File: config.mk
export PLATFORM = sky130hd
export DESIGN_NAME = atten_ctrl
export DESIGN_NICKNAME = d
export VERILOG_FILES = /design/src/rtl/atten_pkg.sv /design/src/rtl/atten_sync.sv /design/src/rtl/atten_shift.sv /design/src/rtl/atten_latch.sv /design/src/rtl/atten_ctrl.sv
export SDC_FILE = /design/constraint.sdc
export NUM_CORES = 1
export LEC_CHECK = 0
export BUFFER_PORTS_ARGS = -buffer_cell sky130_fd_sc_hd__buf_2
export CORE_ASPECT_RATIO = 0.9
export CORE_MARGIN = 5
export CORE_UTILIZATION = 53
export DETAILED_ROUTE_END_ITERATION = 8
export PLACE_DENSITY_LB_ADDON = 0.15
export SLEW_MARGIN = 20
export SYNTH_ARGS = -nofsm -noshare
export SYNTH_HDL_FRONTEND = slang
export SYNTH_SLANG_ARGS = --single-unit
export TNS_END_PERCENT = 30
File: constraint.sdc
create_clock -name clk -period 1.6 [get_ports clk]
set_clock_uncertainty 0.1 [all_clocks]
set_input_delay 0.24 -clock clk [delete_from_list [all_inputs] [get_ports clk]]
set_output_delay 0.24 -clock clk [all_outputs]
set_load 0.01 [all_outputs]
File: src/rtl/atten_pkg.sv
package atten_pkg;
  localparam int WORD_W = 6;
  typedef logic [WORD_W-1:0] word_t;

  // preset code to control word (in half-dB units)
  function automatic word_t preset_word(input logic [1:0] code);
    case (code)
      2'b00:   preset_word = word_t'(0);
      2'b01:   preset_word = word_t'(16);
      2'b10:   preset_word = word_t'(32);
      default: preset_word = word_t'(63);
    endcase
  endfunction

  // weighted sum of bits; bit i weighs 2**i half-dB steps
  function automatic word_t half_db(input word_t w);
    word_t acc;
    acc = '0;
    for (int i = 0; i < WORD_W; i++)
      if (w[i]) acc = acc + word_t'(1 << i);
    half_db = acc;
  endfunction
endpackage

File: src/rtl/atten_sync.sv
module atten_sync #(
  parameter int W      = 1,
  parameter int STAGES = 2
) (
  input  logic         clk,
  input  logic         rst_n,
  input  logic [W-1:0] raw_i,
  output logic [W-1:0] sync_o
);
  genvar b;
  generate
    for (b = 0; b < W; b++) begin : g_bit
      logic [STAGES-1:0] chain;
      always_ff @(posedge clk) begin
        if (!rst_n) chain <= {STAGES{raw_i[b]}};
        else        chain <= {chain[STAGES-2:0], raw_i[b]};
      end
      assign sync_o[b] = chain[STAGES-1];
    end
  endgenerate
endmodule

File: src/rtl/atten_shift.sv
module atten_shift
  import atten_pkg::*;
(
  input  logic  clk,
  input  logic  rst_n,
  input  word_t init_i,
  input  logic  shift_en_i,
  input  logic  bit_i,
  output word_t q_o
);
  word_t q;

  always_ff @(posedge clk) begin
    if (!rst_n)          q <= init_i;
    else if (shift_en_i) q <= {q[WORD_W-2:0], bit_i};
  end

  assign q_o = q;

  // one detected edge moves every bit up one place and takes the new bit
  assert_shift_step_R5: assert property (@(posedge clk) disable iff (!rst_n)
    shift_en_i |=> q == {$past(q[WORD_W-2:0]), $past(bit_i)});

  // the register is still without an edge
  assert_shift_idle_R5: assert property (@(posedge clk) disable iff (!rst_n)
    !shift_en_i |=> $stable(q));
endmodule

File: src/rtl/atten_latch.sv
module atten_latch
  import atten_pkg::*;
(
  input  logic  clk,
  input  logic  rst_n,
  input  word_t init_i,
  input  logic  open_i,
  input  logic  mode_ser_i,
  input  word_t ser_word_i,
  input  word_t par_word_i,
  output word_t word_o
);
  word_t word_q;
  word_t src;

  assign src = mode_ser_i ? ser_word_i : par_word_i;

  always_ff @(posedge clk) begin
    if (!rst_n)      word_q <= init_i;
    else if (open_i) word_q <= src;
  end

  assign word_o = word_q;

  // a closed latch keeps its word
  assert_hold_closed_R4: assert property (@(posedge clk) disable iff (!rst_n)
    !open_i |=> $stable(word_q));

  // an open latch in parallel mode copies the synchronised pins
  assert_par_follow_R3: assert property (@(posedge clk) disable iff (!rst_n)
    (open_i && !mode_ser_i) |=> word_q == $past(par_word_i));

  // an open latch in serial mode copies the shift register
  assert_ser_follow_R6: assert property (@(posedge clk) disable iff (!rst_n)
    (open_i && mode_ser_i) |=> word_q == $past(ser_word_i));
endmodule

File: src/rtl/atten_ctrl.sv
module atten_ctrl
  import atten_pkg::*;
(
  input  logic       clk,
  input  logic       rst_n,
  input  logic       mode_ser_i,
  input  logic       ser_data_i,
  input  logic       ser_clk_i,
  input  logic       le_i,
  input  logic [5:0] par_word_i,
  input  logic [1:0] preset_i,
  output logic [5:0] word_o,
  output logic [5:0] half_db_o
);
  localparam int BUS_W = WORD_W + 4;

  logic [BUS_W-1:0] raw_bus, sync_bus;
  logic  mode_s, le_s, sclk_s, sdata_s, sclk_prev;
  word_t par_s, init_word, shift_q, word_q;
  logic  sclk_rise;

  assign raw_bus = {mode_ser_i, le_i, ser_clk_i, ser_data_i, par_word_i};

  atten_sync #(.W(BUS_W), .STAGES(2)) u_sync (
    .clk    (clk),
    .rst_n  (rst_n),
    .raw_i  (raw_bus),
    .sync_o (sync_bus)
  );

  assign {mode_s, le_s, sclk_s, sdata_s, par_s} = sync_bus;

  // reset word taken from the raw pins while reset is held
  assign init_word = mode_ser_i ? word_t'(par_word_i) : preset_word(preset_i);

  always_ff @(posedge clk) begin
    if (!rst_n) sclk_prev <= ser_clk_i;
    else        sclk_prev <= sclk_s;
  end

  assign sclk_rise = sclk_s & ~sclk_prev;

  atten_shift u_shift (
    .clk        (clk),
    .rst_n      (rst_n),
    .init_i     (init_word),
    .shift_en_i (sclk_rise),
    .bit_i      (sdata_s),
    .q_o        (shift_q)
  );

  atten_latch u_latch (
    .clk        (clk),
    .rst_n      (rst_n),
    .init_i     (init_word),
    .open_i     (le_s),
    .mode_ser_i (mode_s),
    .ser_word_i (shift_q),
    .par_word_i (par_s),
    .word_o     (word_q)
  );

  assign word_o    = word_q;
  assign half_db_o = half_db(word_q);

  // an edge is reported for one cycle only
  assert_edge_single_R9: assert property (@(posedge clk) disable iff (!rst_n)
    sclk_rise |=> !sclk_rise);

  // the all-zero word reads as zero attenuation
  assert_zero_db_R1: assert property (@(posedge clk) disable iff (!rst_n)
    (word_o == '0) |-> (half_db_o == '0));
endmodule

==> results of run 1 <==
==> where the power goes <==
group          switching [mW]  total (mW)  internal [mW]
clock                   0.295       0.626          0.331
sequential             0.0314       0.984          0.952
combinational           0.111       0.236          0.125
total                   0.437        1.85           1.41
==> stage by stage <==
| step | utilization | setup slack (ns) | instance area, um2 | std cells |
|---|---|---|---|---|
| detailed placement | 0.5795 | 0.1364 | 1405 | 136 |
| global placement | 0.5795 | 0.1869 | 1405 | 136 |
| CTS | 0.6512 | 0.1218 | 1579 | 153 |
| floorplan | - | 0.2882 | 1320 | 92 |
| global route | 0.6512 | 0.03295 | 1579 | 153 |
| finish | 0.6512 | 0.1513 | 1579 | 153 |
==> cell type report <==
| cell class | count | area [um2] |
|---|---|---|
| fill | 184 | 845.8 |
| clock inverter | 3 | 46.29 |
| tap | 28 | 35.03 |
| clock buffer | 5 | 37.54 |
| inverter | 3 | 11.26 |
| timing repair buffer | 36 | 230.2 |
| sequential | 33 | 780.7 |
| multi-input combinational | 45 | 437.9 |
==> sequential cells by signal (all words and copies together) (netlist names) <==
| register | flops |
|---|---|
| sclk_prev | 1 |
| u_latch.word_o | 6 |
| u_shift.q_o | 6 |
| u_sync.g_bit.chain | 20 |
==> per-layer routing <==
metal,global-route usage,vias to the layer above,share of wire
met4,0.08182,0,0.020
met1,0.1513,335,0.45
met3,0.07087,4,0.067
met5,0,-,0
li1,-,380,-
met2,0.2086,23,0.46
==> worst max-delay path: cells and delay by family, from the launching register on <==
family,cells,cell delay (ns)
flops,1,0.34
compound gates,1,0.61
buf+inv,1,0.04
==> path summary, 6_finish.rpt <==
path                                 start                       end  cells past startpoint
hold / removal                  mode_ser_i  u_sync.g_bit[9].chain[0]                      1
setup / recovery  u_sync.g_bit[7].chain[1]            u_shift.q_o[1]                      2
setup reg to reg  u_sync.g_bit[7].chain[1]            u_shift.q_o[1]                      2
hold reg to reg   u_sync.g_bit[7].chain[0]  u_sync.g_bit[7].chain[1]                      2
==> synth_stat cells, drive strengths merged, types with 2 or more instances <==
cell     n
a21oi    8
a22oi    4
buf     11
dfxtp   21
edfxtp  12
inv      3
mux2     9
mux2i   12
nand2    4
nand2b   2
nor2b    4
==> cells by family after synthesis <==
logic type,share of synthesized area
AOI/OAI and AO/OA,0.08341
and+or+nand+nor,0.05497
muxes,0.1934
buffers and inverters,0.07677
DFF,0.5915
==> repair_timing <==
action,CTS,global route
setup endpoints to repair,0,0
hold endpoints to repair,9,0
hold buffers,9,0
buffers inserted,0,0
==> impl_metrics.json, run 1 <==
{
  "setup-tns-final_ns": 0,
  "detailed_place_hpwl_um": 1394,
  "cap_violations": 0,
  "cellPowerDensity_nw_per_um2": 1169,
  "numClockSinks": 33,
  "total_core_area_um2": 2425,
  "cp_data_required_time_ns": 1.48,
  "report.final.setup_viol": 0,
  "io_buffers": 25,
  "routed_via_density": 4.850,
  "clock_path_buffers": 2,
  "h_tree_level_count": 2,
  "fraction_of_synthesis_flops_using_an_asynchronous_set_or_reset_pin": 0,
  "chipWidth_um": 62.61,
  "insertion_delay_ns": 0.34,
  "ys.flop_type": "sky130_fd_sc_hd__dfxtp_1",
  "worstSetupEndpointType": "flip-flop",
  "r2r_setup_slack_ns": 0.15,
  "synth_fp_nets": 106,
  "final-hold-violation-count": 0,
  "vias": 742,
  "syn_inst": 92,
  "layout_commonest_cell": "sky130_fd_sc_hd__buf_2",
  "clkSlewWorstSetupHoldPaths_ns": 0.11,
  "crit_arrival_ns": 1.33,
  "min_path_type": "in2reg",
  "critPathKind": "reg2reg",
  "whs_ns": 0.07087,
  "critical_path.startpoint_type": "flip-flop",
  "synth_seq_area_share": 0.5915,
  "ys_top_cells_by_area": "sky130_fd_sc_hd__dfxtp_1 (32%), sky130_fd_sc_hd__edfxtp_1 (27%), sky130_fd_sc_hd__mux2_4 (10%)",
  "gp_routability_congestion": 0.7826,
  "layout_min_cycle_time_ns": 1.449,
  "ctsRootBufferMaster": "sky130_fd_sc_hd__clkbuf_4",
  "synth.top_cell.area_share": 0.3185,
  "dr.pass1.iters": 3,
  "mappedNetlistArea_um2": 1320,
  "cts_tree": "built",
  "design.final.nets": 138,
  "n_antenna_cell": 0,
  "fmaxAchievable_ghz": 0.6903,
  "synth_edf_count": 12,
  "yosys.area.top_type": "sky130_fd_sc_hd__dfxtp_1",
  "peakVddDrop_v": 0.0007742,
  "maximum_fanout_count_along_the_critical_path": 6,
  "report.final.slew_viol_count": 0,
  "ys_ff_latch": 33,
  "final_antenna_net_count": 0,
  "io-pin-count": 26,
  "post-route-period-util": 0.9054,
  "area_delta_synth_final_pct": 19.62,
  "total_clock_buffers_created_by_cts": 5,
  "status": "complete, no violations",
  "start_util": 0.5444,
  "leakagePower_nw": 0.7127,
  "syn-mean-instance-area_um2": 14.35,
  "grt_overflow_total": 0,
  "grt_antenna_before_repair": 0,
  "slew-limit-headroom": 0.4873,
  "grt_setup_unrepaired": "false",
  "grt_pass1_wl_um": 3594,
  "ys_warn_count": 0,
  "post_route_cells_drive_above_1_share": 0.4240,
  "cp_cell_sequence": "inv_1 > o21ai_0",
  "total_grt_usage": 0.1362,
  "transition_time_at_the_pin_with_the_least_slew_margin_ns": 0.7610,
  "grt_max_degree": 15,
  "totalWireLength_um": 2114,
  "detail_route.wl_per_cell_um": 13.82,
  "power_mw": 1.845,
  "first_global_vias": 762,
  "drcViolationCount": 0,
  "die-height_um": 57.35,
  "floorplan.die_area_um2": 3590,
  "placementRows": 17,
  "post_cts_resized": 0,
  "synth_cell_types": 15,
  "detail_route.iter0.violations": 16,
  "mostFrequentLayoutCells": "sky130_fd_sc_hd__buf_2 (25), sky130_fd_sc_hd__dfxtp_1 (21), sky130_fd_sc_hd__mux2i_1 (12), sky130_fd_sc_hd__edfxtp_1 (12)",
  "crit_path_max_incr_delay_ns": 0.61,
  "cp_slowest_cell": "sky130_fd_sc_hd__o21ai_0"
}
No activity file was read; power rests on OpenSTA's default activity.
==> run 2: changes to the inputs <==
--- a/config.mk
+++ b/config.mk
@@ -10,7 +10,7 @@
 export CORE_MARGIN = 5
 export CORE_UTILIZATION = 53
 export DETAILED_ROUTE_END_ITERATION = 8
-export PLACE_DENSITY_LB_ADDON = 0.15
+export PLACE_DENSITY = 0.84
 export SLEW_MARGIN = 20
 export SYNTH_ARGS = -nofsm -noshare
 export SYNTH_HDL_FRONTEND = slang
==> impl_metrics.json, run 2 (synthesis results as in run 1) <==
{
  "critPathKind": "reg2reg",
  "peakVddDrop_v": 0.0008667,
  "report.final.setup_viol": 0,
  "final.fill_count": 209,
  "dr.pass1.iters": 3,
  "clkSlewWorstSetupHoldPaths_ns": 0.09,
  "routed_via_density": 4.895,
  "report.final.slew_viol_count": 0,
  "totalWireLength_um": 2047,
  "fmaxAchievable_ghz": 0.6789,
  "post_cts.repair.setup_buffers": 0,
  "h_tree_level_count": 2,
  "worstSetupEndpointType": "flip-flop",
  "drcViolationCount": 0,
  "total_grt_usage": 0.1362,
  "io_buffers": 25,
  "start_util": 0.5444,
  "maximum_fanout_count_along_the_critical_path": 6,
  "grt_setup_unrepaired": "false",
  "final-hold-violation-count": 0,
  "post-route-period-util": 0.9206,
  "cts_tree": "built",
  "gp_routability_congestion": 0.7416,
  "power.switching_mw": 0.3932,
  "insertion_delay_ns": 0.33,
  "vias": 749,
  "critical_path.startpoint_type": "flip-flop",
  "final_antenna_net_count": 0,
  "ctsRootBufferMaster": "sky130_fd_sc_hd__clkbuf_4",
  "power.combinational.fraction": 0.143,
  "status": "complete, no violations",
  "floorplan.die_area_um2": 3590,
  "placementRows": 17,
  "pwr-share-clk": 0.259,
  "grt_overflow_total": 0,
  "layout_min_cycle_time_ns": 1.473,
  "design.final.nets": 138,
  "cp_data_required_time_ns": 1.46,
  "grt_pass1_wl_um": 3505,
  "max_reg_flops": 20,
  "whs_ns": 0.06472,
  "first_global_vias": 733,
  "cap_violations": 0,
  "clock_path_buffers": 2,
  "grt_max_degree": 18,
  "regMostFlops": "u_sync.g_bit.chain",
  "numClockSinks": 33,
  "n_antenna_cell": 0,
  "power.sequential.fraction": 0.598,
  "die-height_um": 57.35,
  "power_switching_share": 0.2390,
  "detail_route.iter0.violations": 6,
  "chipWidth_um": 62.61,
  "slew-limit-headroom": 0.4601,
  "min_path_type": "in2reg",
  "io-pin-count": 26,
  "mostFrequentLayoutCells": "sky130_fd_sc_hd__buf_2 (25), sky130_fd_sc_hd__dfxtp_1 (21), sky130_fd_sc_hd__mux2i_1 (12), sky130_fd_sc_hd__edfxtp_1 (12)",
  "detail_route.wl_per_cell_um": 13.38,
  "area_delta_synth_final_pct": 16.97,
  "detailed_place_hpwl_um": 1445,
  "intPower_mw": 1.252,
  "leakagePower_nw": 0.6978,
  "grt_antenna_before_repair": 0,
  "total_core_area_um2": 2425,
  "layout_commonest_cell": "sky130_fd_sc_hd__buf_2",
  "setup-tns-final_ns": 0,
  "total_clock_buffers_created_by_cts": 5,
  "post_route_cells_drive_above_1_share": 0.4000,
  "crit_arrival_ns": 1.34,
  "cellPowerDensity_nw_per_um2": 1066,
  "transition_time_at_the_pin_with_the_least_slew_margin_ns": 0.8014
}
[run 2: cell count changes in the layout (fill, tap and decap cells not counted)]
cell	delta
sky130_fd_sc_hd__clkinv_4	-1
sky130_fd_sc_hd__bufinv_16	-1
sky130_fd_sc_hd__clkinvlp_4	-1
sky130_fd_sc_hd__clkbuf_1	+3
[run 2: path summary, 6_finish.rpt]
path,depth (start not counted),to,from,slack [ns]
worst max-delay path,2,u_shift.q_o[1],u_sync.g_bit[7].chain[1],0.13
worst min-delay path,1,u_sync.g_bit[9].chain[0],mode_ser_i,0.06
worst max register to register,2,u_shift.q_o[1],u_sync.g_bit[7].chain[1],0.13
worst min register to register,1,u_sync.g_bit[1].chain[1],u_sync.g_bit[1].chain[0],0.35
[run 2: area by class of cell]
class	count	area, um2	area share
inverter	3	11.26	0.007293
timing repair buffer	36	230.2	0.1491
multi-input combinational	45	437.9	0.2836
clock buffer	8	48.80	0.03160
sequential	33	780.7	0.5057
tap	28	35.03	0.02269
[run 2: what timing repair did]
item / CTS / global route
endpoints found under the hold margin: 9 / 0
hold buffers: 9 / 0
resized for setup: 0 / 0
[run 2: power groups by stage]
stage	Clock [mW]	Sequential, mW	Combinational (mW)
floorplan	0	1.00	0.169
global placement	0	0.999	0.217
detailed placement	0	1.00	0.221
CTS	0.440	0.985	0.238
global route	0.497	0.994	0.259
finish	0.427	0.983	0.235
[run 2: through the flow]
| step | setup slack (ns) | total power, mW | utilization | instances | area [um2] |
|---|---|---|---|---|---|
| finish | 0.1271 | 1.645 | 0.6367 | 153 | 1544 |
| global route | 0.02377 | 1.751 | 0.6367 | 153 | 1544 |
| CTS | 0.1332 | 1.663 | 0.6367 | 153 | 1544 |
| detailed placement | 0.1554 | 1.225 | 0.5795 | 136 | 1405 |
| global placement | 0.1771 | 1.216 | 0.5795 | 136 | 1405 |
| floorplan | 0.2882 | 1.172 | - | 92 | 1320 |
[run 2: critical path, stage by stage (launching register included)]
cell and delay, ns:
sky130_fd_sc_hd__dfxtp_1 0.34, sky130_fd_sc_hd__inv_1 0.04, sky130_fd_sc_hd__o21ai_0 0.64
[run 2: per-layer routing]
metal,routed length [um],GRT usage,up-vias
li1,-,-,381
met1,870,0.1524,336
met2,938,0.2027,26
met3,157,0.07677,6
met4,80,0.08182,0
met5,0,0,-
==> run 3: changes to the inputs <==
--- a/config.mk
+++ b/config.mk
@@ -6,11 +6,13 @@
 export NUM_CORES = 1
 export LEC_CHECK = 0
 export BUFFER_PORTS_ARGS = -buffer_cell sky130_fd_sc_hd__buf_2
+export CELL_PAD_IN_SITES_DETAIL_PLACEMENT = 1
+export CELL_PAD_IN_SITES_GLOBAL_PLACEMENT = 2
 export CORE_ASPECT_RATIO = 0.9
 export CORE_MARGIN = 5
-export CORE_UTILIZATION = 53
+export CORE_UTILIZATION = 36
 export DETAILED_ROUTE_END_ITERATION = 8
-export PLACE_DENSITY = 0.84
+export PLACE_DENSITY = 0.83
 export SLEW_MARGIN = 20
 export SYNTH_ARGS = -nofsm -noshare
 export SYNTH_HDL_FRONTEND = slang
==> impl_metrics.json, run 3 (synthesis results as in run 1) <==
{
  "status": "complete, no violations",
  "report.final.setup_viol": 0,
  "total_clock_buffers_created_by_cts": 5,
  "floorplan.die_area_um2": 4979,
  "final_antenna_net_count": 0,
  "preCtsSetupSlack_ns": 0.2526,
  "drcViolationCount": 0,
  "total_grt_usage": 0.1072,
  "setup-tns-final_ns": 0,
  "report.final.slew_viol_count": 0,
  "post_cts.repair.setup_buffers": 0,
  "n_antenna_cell": 0,
  "post_dp_area_um2": 1440,
  "dr.pass1.iters": 4,
  "slew-limit-headroom": 0.7246,
  "first_global_vias": 808,
  "totalWireLength_um": 2359,
  "grt_pass1_wl_um": 3719,
  "area_delta_synth_final_pct": 22.75,
  "maximum_fanout_count_along_the_critical_path": 3,
  "crit_arrival_ns": 1.22,
  "cap_violations": 0,
  "ctsRootBufferMaster": "sky130_fd_sc_hd__clkbuf_8",
  "detailed_place_hpwl_um": 1697,
  "clkSlewWorstSetupHoldPaths_ns": 0.06,
  "cts_tree": "built",
  "critPathKind": "in2reg",
  "regMostFlops": "u_sync.g_bit.chain",
  "die-height_um": 67.45,
  "numClockSinks": 33,
  "leakagePower_nw": 0.7262,
  "final-hold-violation-count": 0,
  "clock_path_buffers": 2,
  "detail_route.iter0.violations": 73,
  "gp_routability_congestion": 0.6918,
  "mostFrequentLayoutCells": "sky130_fd_sc_hd__buf_2 (25), sky130_fd_sc_hd__dfxtp_1 (21), sky130_fd_sc_hd__mux2i_1 (12), sky130_fd_sc_hd__edfxtp_1 (12)",
  "h_tree_level_count": 2,
  "post-route-period-util": 0.8078,
  "chipWidth_um": 73.83,
  "placementRows": 20,
  "max_reg_flops": 20,
  "layout_commonest_cell": "sky130_fd_sc_hd__buf_2",
  "vias": 781,
  "grt_setup_unrepaired": "false",
  "fmaxAchievable_ghz": 0.7737,
  "insertion_delay_ns": 0.29,
  "io_buffers": 25,
  "worstSetupEndpointType": "flip-flop",
  "grt_max_degree": 18,
  "min_path_type": "in2reg",
  "cellPowerDensity_nw_per_um2": 1148,
  "detail_route.wl_per_cell_um": 13.80,
  "design.final.nets": 140,
  "layout_min_cycle_time_ns": 1.293,
  "transition_time_at_the_pin_with_the_least_slew_margin_ns": 0.4126,
  "routed_via_density": 4.567,
  "peakVddDrop_v": 0.0006727,
  "start_util": 0.3822,
  "cp_data_required_time_ns": 1.52,
  "grt_overflow_total": 0,
  "io-pin-count": 26,
  "total_core_area_um2": 3453,
  "finish.instance_area_um2": 1620,
  "grt_antenna_before_repair": 0,
  "post_route_cells_drive_above_1_share": 0.4173,
  "critical_path.startpoint_type": "input pin",
  "power_mw": 1.860,
  "finalWorstSetupSlack_ns": 0.3075
}
## run 3: cell types whose count changed in the layout (fill, tap and decap cells not counted)
cell	change
sky130_fd_sc_hd__clkbuf_1	-1
sky130_fd_sc_hd__clkbuf_4	-5
sky130_fd_sc_hd__clkbuf_8	+6
sky130_fd_sc_hd__buf_4	+2
## run 3: per-stage QoR
stage | hold WS (ns) | util | cells
2_1_floorplan | 0.1677 | - | 92
4_1_cts | 0.004272 | 0.4663 | 170
5_1_grt | 0.1197 | 0.4692 | 171
6_report | 0.1229 | 0.4692 | 171
3_5_place_dp | 0.2607 | 0.4170 | 154
3_3_place_gp | 0.2575 | 0.4170 | 154
## run 3: worst max-delay path, cell delays in order
cell and delay [ns]:
sky130_fd_sc_hd__dlygate4sd3_1 0.53, sky130_fd_sc_hd__buf_2 0.13, sky130_fd_sc_hd__mux2i_1 0.19, sky130_fd_sc_hd__mux2i_1 0.12
## run 3: area by class of cell
| cell class | count | area (um2) |
|---|---|---|
| fillers | 358 | 1833 |
| flip-flops and latches | 33 | 780.7 |
| inverters | 3 | 11.26 |
| well taps | 44 | 55.05 |
| clock buffers | 8 | 90.09 |
| multi-input cells | 45 | 437.9 |
| repair buffers | 38 | 245.2 |
## run 3: power breakdown
group	switching [mW]	internal, mW
Combinational	0.116	0.129
Sequential	0.0323	0.954
Clock	0.279	0.350
## run 3: final timing paths
check             depth (start not counted)                  endpoint                startpoint  slack [ns]
setup reg to reg                          2         u_latch.word_o[3]  u_sync.g_bit[9].chain[1]        0.31
setup / recovery                          4         u_latch.word_o[4]             par_word_i[4]        0.31
hold / removal                            1  u_sync.g_bit[9].chain[0]                mode_ser_i        0.12
hold reg to reg                           2  u_sync.g_bit[7].chain[1]  u_sync.g_bit[7].chain[0]        0.35
## run 3: per-layer routing
layer  GRT usage  vias up  routed length, um
met5           0        -                  0
li1            -      383                  -
met3     0.03571        7                124
met4     0.09502        0                 89
met1      0.1181      368               1040
met2      0.1637       23               1104
## run 3: timing repair
item | in CTS | in global routing
endpoints found under the hold margin | 8 | 1
hold buffers | 8 | 1
resized for setup | 0 | 0
